`src/rtl/pin_edge_event_pkg.sv`:
```
package pin_edge_event_pkg;
  localparam int ADDR_W = 8;

  localparam logic [ADDR_W-1:0] OFS_BANK_EN  = 8'h08;
  localparam logic [ADDR_W-1:0] OFS_RISE_SET = 8'h24;
  localparam logic [ADDR_W-1:0] OFS_RISE_CLR = 8'h28;
  localparam logic [ADDR_W-1:0] OFS_FALL_SET = 8'h2C;
  localparam logic [ADDR_W-1:0] OFS_FALL_CLR = 8'h30;

  // strobes from the control decoder to the datapath
  typedef struct packed {
    logic setRise;
    logic clrRise;
    logic setFall;
    logic clrFall;
    logic bankWr;
  } wrStrobe_t;

  typedef enum logic [1:0] {
    RD_NONE,
    RD_BANK,
    RD_RISE,
    RD_FALL
  } rdSel_e;
endpackage

```
`src/rtl/pin_edge_event_ctrl.sv`:
```
module pin_edge_event_ctrl
  import pin_edge_event_pkg::*;
#(
  parameter int NUM_PINS = 16,
  parameter int DATA_W   = 32
) (
  input  logic                busWrEn,
  input  logic [ADDR_W-1:0]   busAddr,
  input  logic [DATA_W-1:0]   busWrData,
  input  logic [NUM_PINS-1:0] riseMask,
  input  logic [NUM_PINS-1:0] fallMask,
  input  logic                bankEn,
  output wrStrobe_t           strb,
  output logic [NUM_PINS-1:0] wrBits,
  output logic                bankBit,
  output logic [DATA_W-1:0]   busRdData
);
  localparam int PAD_W = DATA_W - NUM_PINS;

  rdSel_e rdSel;
  logic   unusedWrHi;

  assign wrBits     = busWrData[NUM_PINS-1:0];
  assign bankBit    = busWrData[0];
  assign unusedWrHi = ^busWrData[DATA_W-1:NUM_PINS];

  always_comb begin
    strb = '0;
    if (busWrEn) begin
      unique case (busAddr)
        OFS_RISE_SET: strb.setRise = 1'b1;
        OFS_RISE_CLR: strb.clrRise = 1'b1;
        OFS_FALL_SET: strb.setFall = 1'b1;
        OFS_FALL_CLR: strb.clrFall = 1'b1;
        OFS_BANK_EN:  strb.bankWr  = 1'b1;
        default:      strb         = '0;
      endcase
    end
  end

  always_comb begin
    unique case (busAddr)
      OFS_BANK_EN:                 rdSel = RD_BANK;
      OFS_RISE_SET, OFS_RISE_CLR:  rdSel = RD_RISE;
      OFS_FALL_SET, OFS_FALL_CLR:  rdSel = RD_FALL;
      default:                     rdSel = RD_NONE;
    endcase
  end

  always_comb begin
    unique case (rdSel)
      RD_BANK: busRdData = {{(DATA_W-1){1'b0}}, bankEn};
      RD_RISE: busRdData = {{PAD_W{1'b0}}, riseMask};
      RD_FALL: busRdData = {{PAD_W{1'b0}}, fallMask};
      default: busRdData = '0;
    endcase
  end
endmodule

```
`src/rtl/pin_edge_event_dpath.sv`:
```
module pin_edge_event_dpath
  import pin_edge_event_pkg::*;
#(
  parameter int NUM_PINS    = 16,
  parameter int SYNC_STAGES = 2
) (
  input  logic                clk,
  input  logic                rstN,
  input  wrStrobe_t           strb,
  input  logic [NUM_PINS-1:0] wrBits,
  input  logic                bankBit,
  input  logic [NUM_PINS-1:0] pinRaw,
  output logic [NUM_PINS-1:0] riseMask,
  output logic [NUM_PINS-1:0] fallMask,
  output logic                bankEn,
  output logic [NUM_PINS-1:0] pinEvent
);
  localparam int LAST = SYNC_STAGES - 1;

  logic [NUM_PINS-1:0] syncQ [SYNC_STAGES];
  logic [NUM_PINS-1:0] syncLvl;
  logic [NUM_PINS-1:0] prevQ;
  logic [NUM_PINS-1:0] riseNext, fallNext;
  logic [NUM_PINS-1:0] edgeHit;

  assign syncLvl = syncQ[LAST];

  // hidden masks: set by one alias, cleared by the other, clear has priority
  assign riseNext = (riseMask | (strb.setRise ? wrBits : '0))
                  & ~(strb.clrRise ? wrBits : '0);
  assign fallNext = (fallMask | (strb.setFall ? wrBits : '0))
                  & ~(strb.clrFall ? wrBits : '0);

  always_ff @(posedge clk or negedge rstN) begin
    if (!rstN) begin
      riseMask <= '0;
      fallMask <= '0;
      bankEn   <= 1'b0;
    end else begin
      riseMask <= riseNext;
      fallMask <= fallNext;
      if (strb.bankWr) bankEn <= bankBit;
    end
  end

  always_ff @(posedge clk or negedge rstN) begin
    if (!rstN) begin
      for (int s = 0; s < SYNC_STAGES; s++) syncQ[s] <= '0;
      prevQ <= '0;
    end else begin
      syncQ[0] <= pinRaw;
      for (int s = 1; s < SYNC_STAGES; s++) syncQ[s] <= syncQ[s-1];
      prevQ <= syncLvl;
    end
  end

  for (genvar p = 0; p < NUM_PINS; p++) begin : g_pin
    logic wentUp, wentDown;
    assign wentUp     = syncLvl[p] & ~prevQ[p];
    assign wentDown   = ~syncLvl[p] & prevQ[p];
    assign edgeHit[p] = (wentUp & riseMask[p]) | (wentDown & fallMask[p]);
  end

  always_ff @(posedge clk or negedge rstN) begin
    if (!rstN) pinEvent <= '0;
    else       pinEvent <= bankEn ? edgeHit : '0;
  end
endmodule

```
`src/rtl/pin_edge_event.sv`:
```
module pin_edge_event
  import pin_edge_event_pkg::*;
#(
  parameter int NUM_PINS    = 16,
  parameter int DATA_W      = 32,
  parameter int SYNC_STAGES = 2
) (
  input  logic                clk,
  input  logic                rstN,
  input  logic [NUM_PINS-1:0] pinRaw,
  input  logic                busWrEn,
  input  logic [ADDR_W-1:0]   busAddr,
  input  logic [DATA_W-1:0]   busWrData,
  output logic [DATA_W-1:0]   busRdData,
  output logic [NUM_PINS-1:0] pinEvent,
  output logic                irqAny
);
  wrStrobe_t           strb;
  logic [NUM_PINS-1:0] wrBits;
  logic                bankBit;
  logic [NUM_PINS-1:0] riseMask, fallMask;
  logic                bankEn;

  pin_edge_event_ctrl #(.NUM_PINS(NUM_PINS), .DATA_W(DATA_W)) u_ctrl (
    .busWrEn(busWrEn), .busAddr(busAddr), .busWrData(busWrData),
    .riseMask(riseMask), .fallMask(fallMask), .bankEn(bankEn),
    .strb(strb), .wrBits(wrBits), .bankBit(bankBit), .busRdData(busRdData)
  );

  pin_edge_event_dpath #(.NUM_PINS(NUM_PINS), .SYNC_STAGES(SYNC_STAGES)) u_dpath (
    .clk(clk), .rstN(rstN), .strb(strb), .wrBits(wrBits), .bankBit(bankBit),
    .pinRaw(pinRaw), .riseMask(riseMask), .fallMask(fallMask),
    .bankEn(bankEn), .pinEvent(pinEvent)
  );

  assign irqAny = |pinEvent;
endmodule

```
`config.mk`:
```
export PLATFORM = sky130hd
export DESIGN_NAME = pin_edge_event
export DESIGN_NICKNAME = d
export VERILOG_FILES = /design/src/rtl/pin_edge_event_pkg.sv /design/src/rtl/pin_edge_event_ctrl.sv /design/src/rtl/pin_edge_event_dpath.sv /design/src/rtl/pin_edge_event.sv
export SDC_FILE = /design/constraint.sdc
export NUM_CORES = 1
export LEC_CHECK = 0
export ABC_AREA = 1
export BUFFER_PORTS_ARGS = -buffer_cell sky130_fd_sc_hd__buf_2
export CORE_ASPECT_RATIO = 0.9
export CORE_MARGIN = 4
export CORE_UTILIZATION = 57
export DETAILED_ROUTE_END_ITERATION = 16
export GPL_TIMING_DRIVEN = 0
export HOLD_SLACK_MARGIN = 0.12
export PLACE_DENSITY = 0.9
export SLEW_MARGIN = 20
export SYNTH_ARGS = -nofsm -noshare
export SYNTH_HDL_FRONTEND = slang
export SYNTH_HIERARCHICAL = 1
export SYNTH_SLANG_ARGS = --single-unit
```
`constraint.sdc`:
```
create_clock -name clk -period 2.9 [get_ports clk]
set_clock_uncertainty 0.05 [all_clocks]
set_input_delay 0.58 -clock clk [delete_from_list [all_inputs] [get_ports clk]]
set_output_delay 0.58 -clock clk [all_outputs]
set_load 0.005 [all_outputs]
```
# Word level (Yosys, flattened, before mapping)
# Cells that the tools add are included.
# word_totals
register_bits,97
wordCells,149
in_bits,59
# op_classes
eq_ne,8
muxes,13
bitwise_logic,118
n_reduce_logical,3
# op_table
operator,n
16-bit 2-to-1 mux,5
1-bit AND,64
16-bit case mux with 3 select lines,1
16-bit AND,2
8-bit by 6-bit equality test with 1-bit output (second input constant),4
1-bit NOT,32
16-bit NOT,2
16-bit OR,2
1-bit OR,16
16-bit OR reduction,1
8-bit by 4-bit equality test with 1-bit output (second input constant),1
2-bit case mux with 3 select lines,1
1-bit 2-to-1 mux,5
5-bit 2-to-1 mux,1
2-bit equality test (second input constant),2
2-bit OR reduction,2
2-bit by 1-bit equality test with 1-bit output (second input constant),1

# Longest topological paths before layout
# logic_depth
word_depth,6
depth_mapped,11
depth_no_buf,10

# By module
# The synthesis kept the hierarchy.
# by_module_without_submodules
module,cells_per_inst,area_each_um2,n_inst,seq_area_each_um2
pin_edge_event_dpath,398,3664.8,1,2427.3
pin_edge_event_ctrl,129,681.9,1,0.0
pin_edge_event,15,56.3,1,0.0

# Least setup slack after synthesis
# Ideal clock, no wire load.
# synth_path
kind,in2out
start,input busAddr[1]
end,output busRdData[10]
t_required_ps,2270
path_stages,8
t_arrival_ps,1259
slack_ps,1011
cell_sequence,nor2_2 > nand2_1 > nor2_2 > inv_2 > nand2_4 > buf_8 > nand2_1 > nand2_1
# synth_via
elab_chain_len,5
word_cells_on_any_way,12
cone_classes,8 x eq/ne; 2 x mux; 2 x reduce/logical
# synth_lines
element,line_no,text
"start, declared",pin_edge_event.sv:12,"input logic [ADDR_W-1:0] busAddr,"
8-bit by 6-bit equality test with 1-bit output,pin_edge_event_ctrl.sv:42,unique case (busAddr)
2-bit OR reduction,pin_edge_event_ctrl.sv:42,
2-bit case mux with 3 select lines *,pin_edge_event_ctrl.sv:42,
2-bit equality test or 2-bit by 1-bit equality test with 1-bit output (tied branches),pin_edge_event_ctrl.sv:51,unique case (rdSel)
16-bit case mux with 3 select lines *,pin_edge_event_ctrl.sv:51,
"end, declared",pin_edge_event.sv:14,"output logic [DATA_W-1:0] busRdData,"
# Every way passes the cells marked *; elsewhere a longest branch is shown, timed or not.

# Final worst setup path
# layout_path
start,input busAddr[6]
end,output busRdData[14]
# The elaborated chain is that of the path after synthesis.

==> results.ini <==
[die]
num_rows = 30
ios = 108
core_area_mm2 = 0.00754
start_util_pct = 58.4
dieArea_mm2 = 0.00920
dieWidth_um = 101
fp.dieH_um = 91.4

[logic_synthesis]
async_reset_ff_share_pct = 100
synth-main-ff-cell = dfrtp_1
synth_top_cell_by_area = dfrtp_1
synth_area_mm2 = 0.00440
syn_inst = 542
synth_area_per_cell_um2 = 8.12
synth_edf_count = 0
ys_ff_latch = 97
synth_top_area_share_pct = 55.1
synth.most_common_cell = nand2_1
yosysSeqAreaShare_pct = 55.1
yosysUniqueCellTypes = 21
netlist_top_cells_area = dfrtp_1 (55%), nand2_1 (15%), inv_1 (11%)
synth_common_cells = nand2_1 (174), inv_1 (125), dfrtp_1 (97)
ys_warn_count = 6

[layout]
finalNetCount = 688
layoutNonFillerInstCount = 730
syn_to_final_growth_pct = 15.8
diodes = 0
drive_gt1_share_pct = 20.5

[detailed_routing]
wl_per_cell_um = 12.6
dr.pass1.iters = 4
drc = 0
wirelength_um = 9230
ant_nets = 0
vias_per_cell = 4.63
drt_iter0_markers = 170
vias = 3378

[pwr]
swShare_pct = 25.1
power_density_mw_per_mm2 = 496
clkPwrFrac_pct = 31.7
power.leakage_nw = 2.90
switchingPower_mw = 0.634
p_comb_share_pct = 10.2
p_int_mw = 1.90
seqPwrFrac_pct = 58.1
ir_drop_uv = 403

[global_routing]
grtUsageTotal_pct = 21.6
grt_max_degree = 82
antenna_found_initial = 0
overflow = 0
first_global_vias = 3473
grt_pass1_wl_um = 15400

[cts]
cts-root-buf = clkbuf_8
cts_buffer_depth = 2
cts_resized = 0
cts_max_level = 3
cts_sinks = 97
cts_tree = done
insertion_delay_ns = 0.36
clk_pin_slew_ns = 0.09
cts_buffers = 9

[sta]
hold_violations = 0
rsz0062_at_grt = false
setup_tns_ns = 0
layout_min_cycle_time_ns = 2.28
setup-violations-final = 0
min_period_over_period_pct = 78.7
fmax_ghz = 0.438
slew_violations = 0

[critical_path]
start_kind = primary input
max_stage_delay_ns = 0.16
crit_top_cell = nand2_1
critPathSlowestCell = nor2_4
cp_cell_sequence = buf_2 -> inv_1 -> nand2_1 -> nor2_4 -> nand3_2 -> nand2_4 -> buf_8 -> nand2_1 -> nand2_1 -> buf_2
crit_path_end_kind = primary output
criticalPathCategory = in2out
critPathMaxFanout = 10
critical_path_required_ns = 2.27
arrival_ns = 1.65

[outcome]
outcome = completed

[job]
maxCapViolations = 0

[placed_design]
routabilityCongestion = 0.778
dpl.cell_count = 713
dpl.hpwl_um = 6820
portBuffers = 59

[hold_path]
hold_path.class = in2reg

-- final cells by class --
type                    instances  area (um2)
fillers                       602        2440
multi-input cells             290        1200
plain buffers                  43         354
clock buffers                  12         155
well taps                      96         120
repair buffers                 61         339
inverters                     127         477
clock inverters                 4        26.3
flip-flops and latches         97        2430
-- critical path, delay by kind of cell --
kind / cells / cell delay (ns)
AND/OR/NAND/NOR: 6 / 0.66
buffers and inverters: 4 / 0.42
-- registers in the layout (all words and copies together), names as in the netlist --
register          cells
u_dpath/fallMask     16
u_dpath/prevQ        16
u_dpath/pinEvent     16
u_dpath/syncQ        16
u_dpath/syncLvl      16
u_dpath/bankEn        1
u_dpath/riseMask     16
-- metal layers --
metal  share of wire, %  up-vias  track usage [%]
li1                   -     1685                -
met1                 39     1582             25.9
met2                 52       96             36.2
met3                7.3       15             7.45
met4                1.5        0             7.18
met5                  0        -                0
-- cells by family (layout without fill, tap and decap cells) --
logic type | after synthesis | in the layout | synth area share, %
other | 1 | 16 | 0.0852
and+or+nand+nor | 224 | 224 | 20.2
buffers and inverters | 170 | 247 | 18.9
DFF | 97 | 97 | 55.1
AOI/OAI and AO/OA | 50 | 50 | 5.68
-- final timing paths --
kind	from	endpoint	slack, ns	cells past startpoint
setup / recovery	busAddr[6]	busRdData[14]	0.62	10
hold / removal	pinRaw[8]	u_dpath/syncQ[24]$_DFF_PN0_	0.26	1
setup reg to reg	u_dpath/bankEn$_DFFE_PN0P_	u_dpath/pinEvent[7]$_DFF_PN0_	1.87	4
hold reg to reg	u_dpath/syncQ[16]$_DFF_PN0_	u_dpath/syncLvl[0]$_DFF_PN0_	0.30	0
max in group asynchronous	rstN	u_dpath/syncQ[20]$_DFF_PN0_	1.62	3
min in group asynchronous	rstN	u_dpath/pinEvent[7]$_DFF_PN0_	0.54	2
-- timing repair --
action | CTS | global route
setup buffers | 0 | 0
hold buffers | 1 | 0
setup endpoints to repair | 0 | 0
endpoints found under the hold margin | 16 | 0
-- metrics by stage --
step / hold WS, ns / total power [mW] / util (%) / setup slack [ns] / instance area (um2)
after floorplan: 0.234 / 1.64 / - / 1.01 / 4460
after global placement: 0.282 / 1.73 / 64.6 / 0.319 / 4870
after detailed placement: 0.285 / 1.75 / 65.1 / 0.621 / 4910
after CTS: 0.249 / 2.56 / 67.6 / 0.615 / 5100
after global routing: 0.237 / 2.66 / 67.6 / 0.508 / 5100
final: 0.261 / 2.53 / 67.6 / 0.618 / 5100
-- cell usage in the layout, fill, tap and decap left out, drive strengths merged, types with 4 or more instances in the layout --
master    n
conb     16
inv     128
clkbuf   14
o21ai    33
a21oi    17
nand2   179
dfrtp    97
buf     101
nand3     4
nor2     40
-- power by group through the flow --
stage / Clock [mW] / Sequential, mW / Combinational [mW]
global placement: 0 / 1.49 / 0.237
finish: 0.803 / 1.47 / 0.259
global route: 0.884 / 1.48 / 0.296
CTS: 0.828 / 1.47 / 0.260
detailed placement: 0 / 1.50 / 0.257
floorplan: 0 / 1.49 / 0.151
Power figures use the tool's default switching activity.
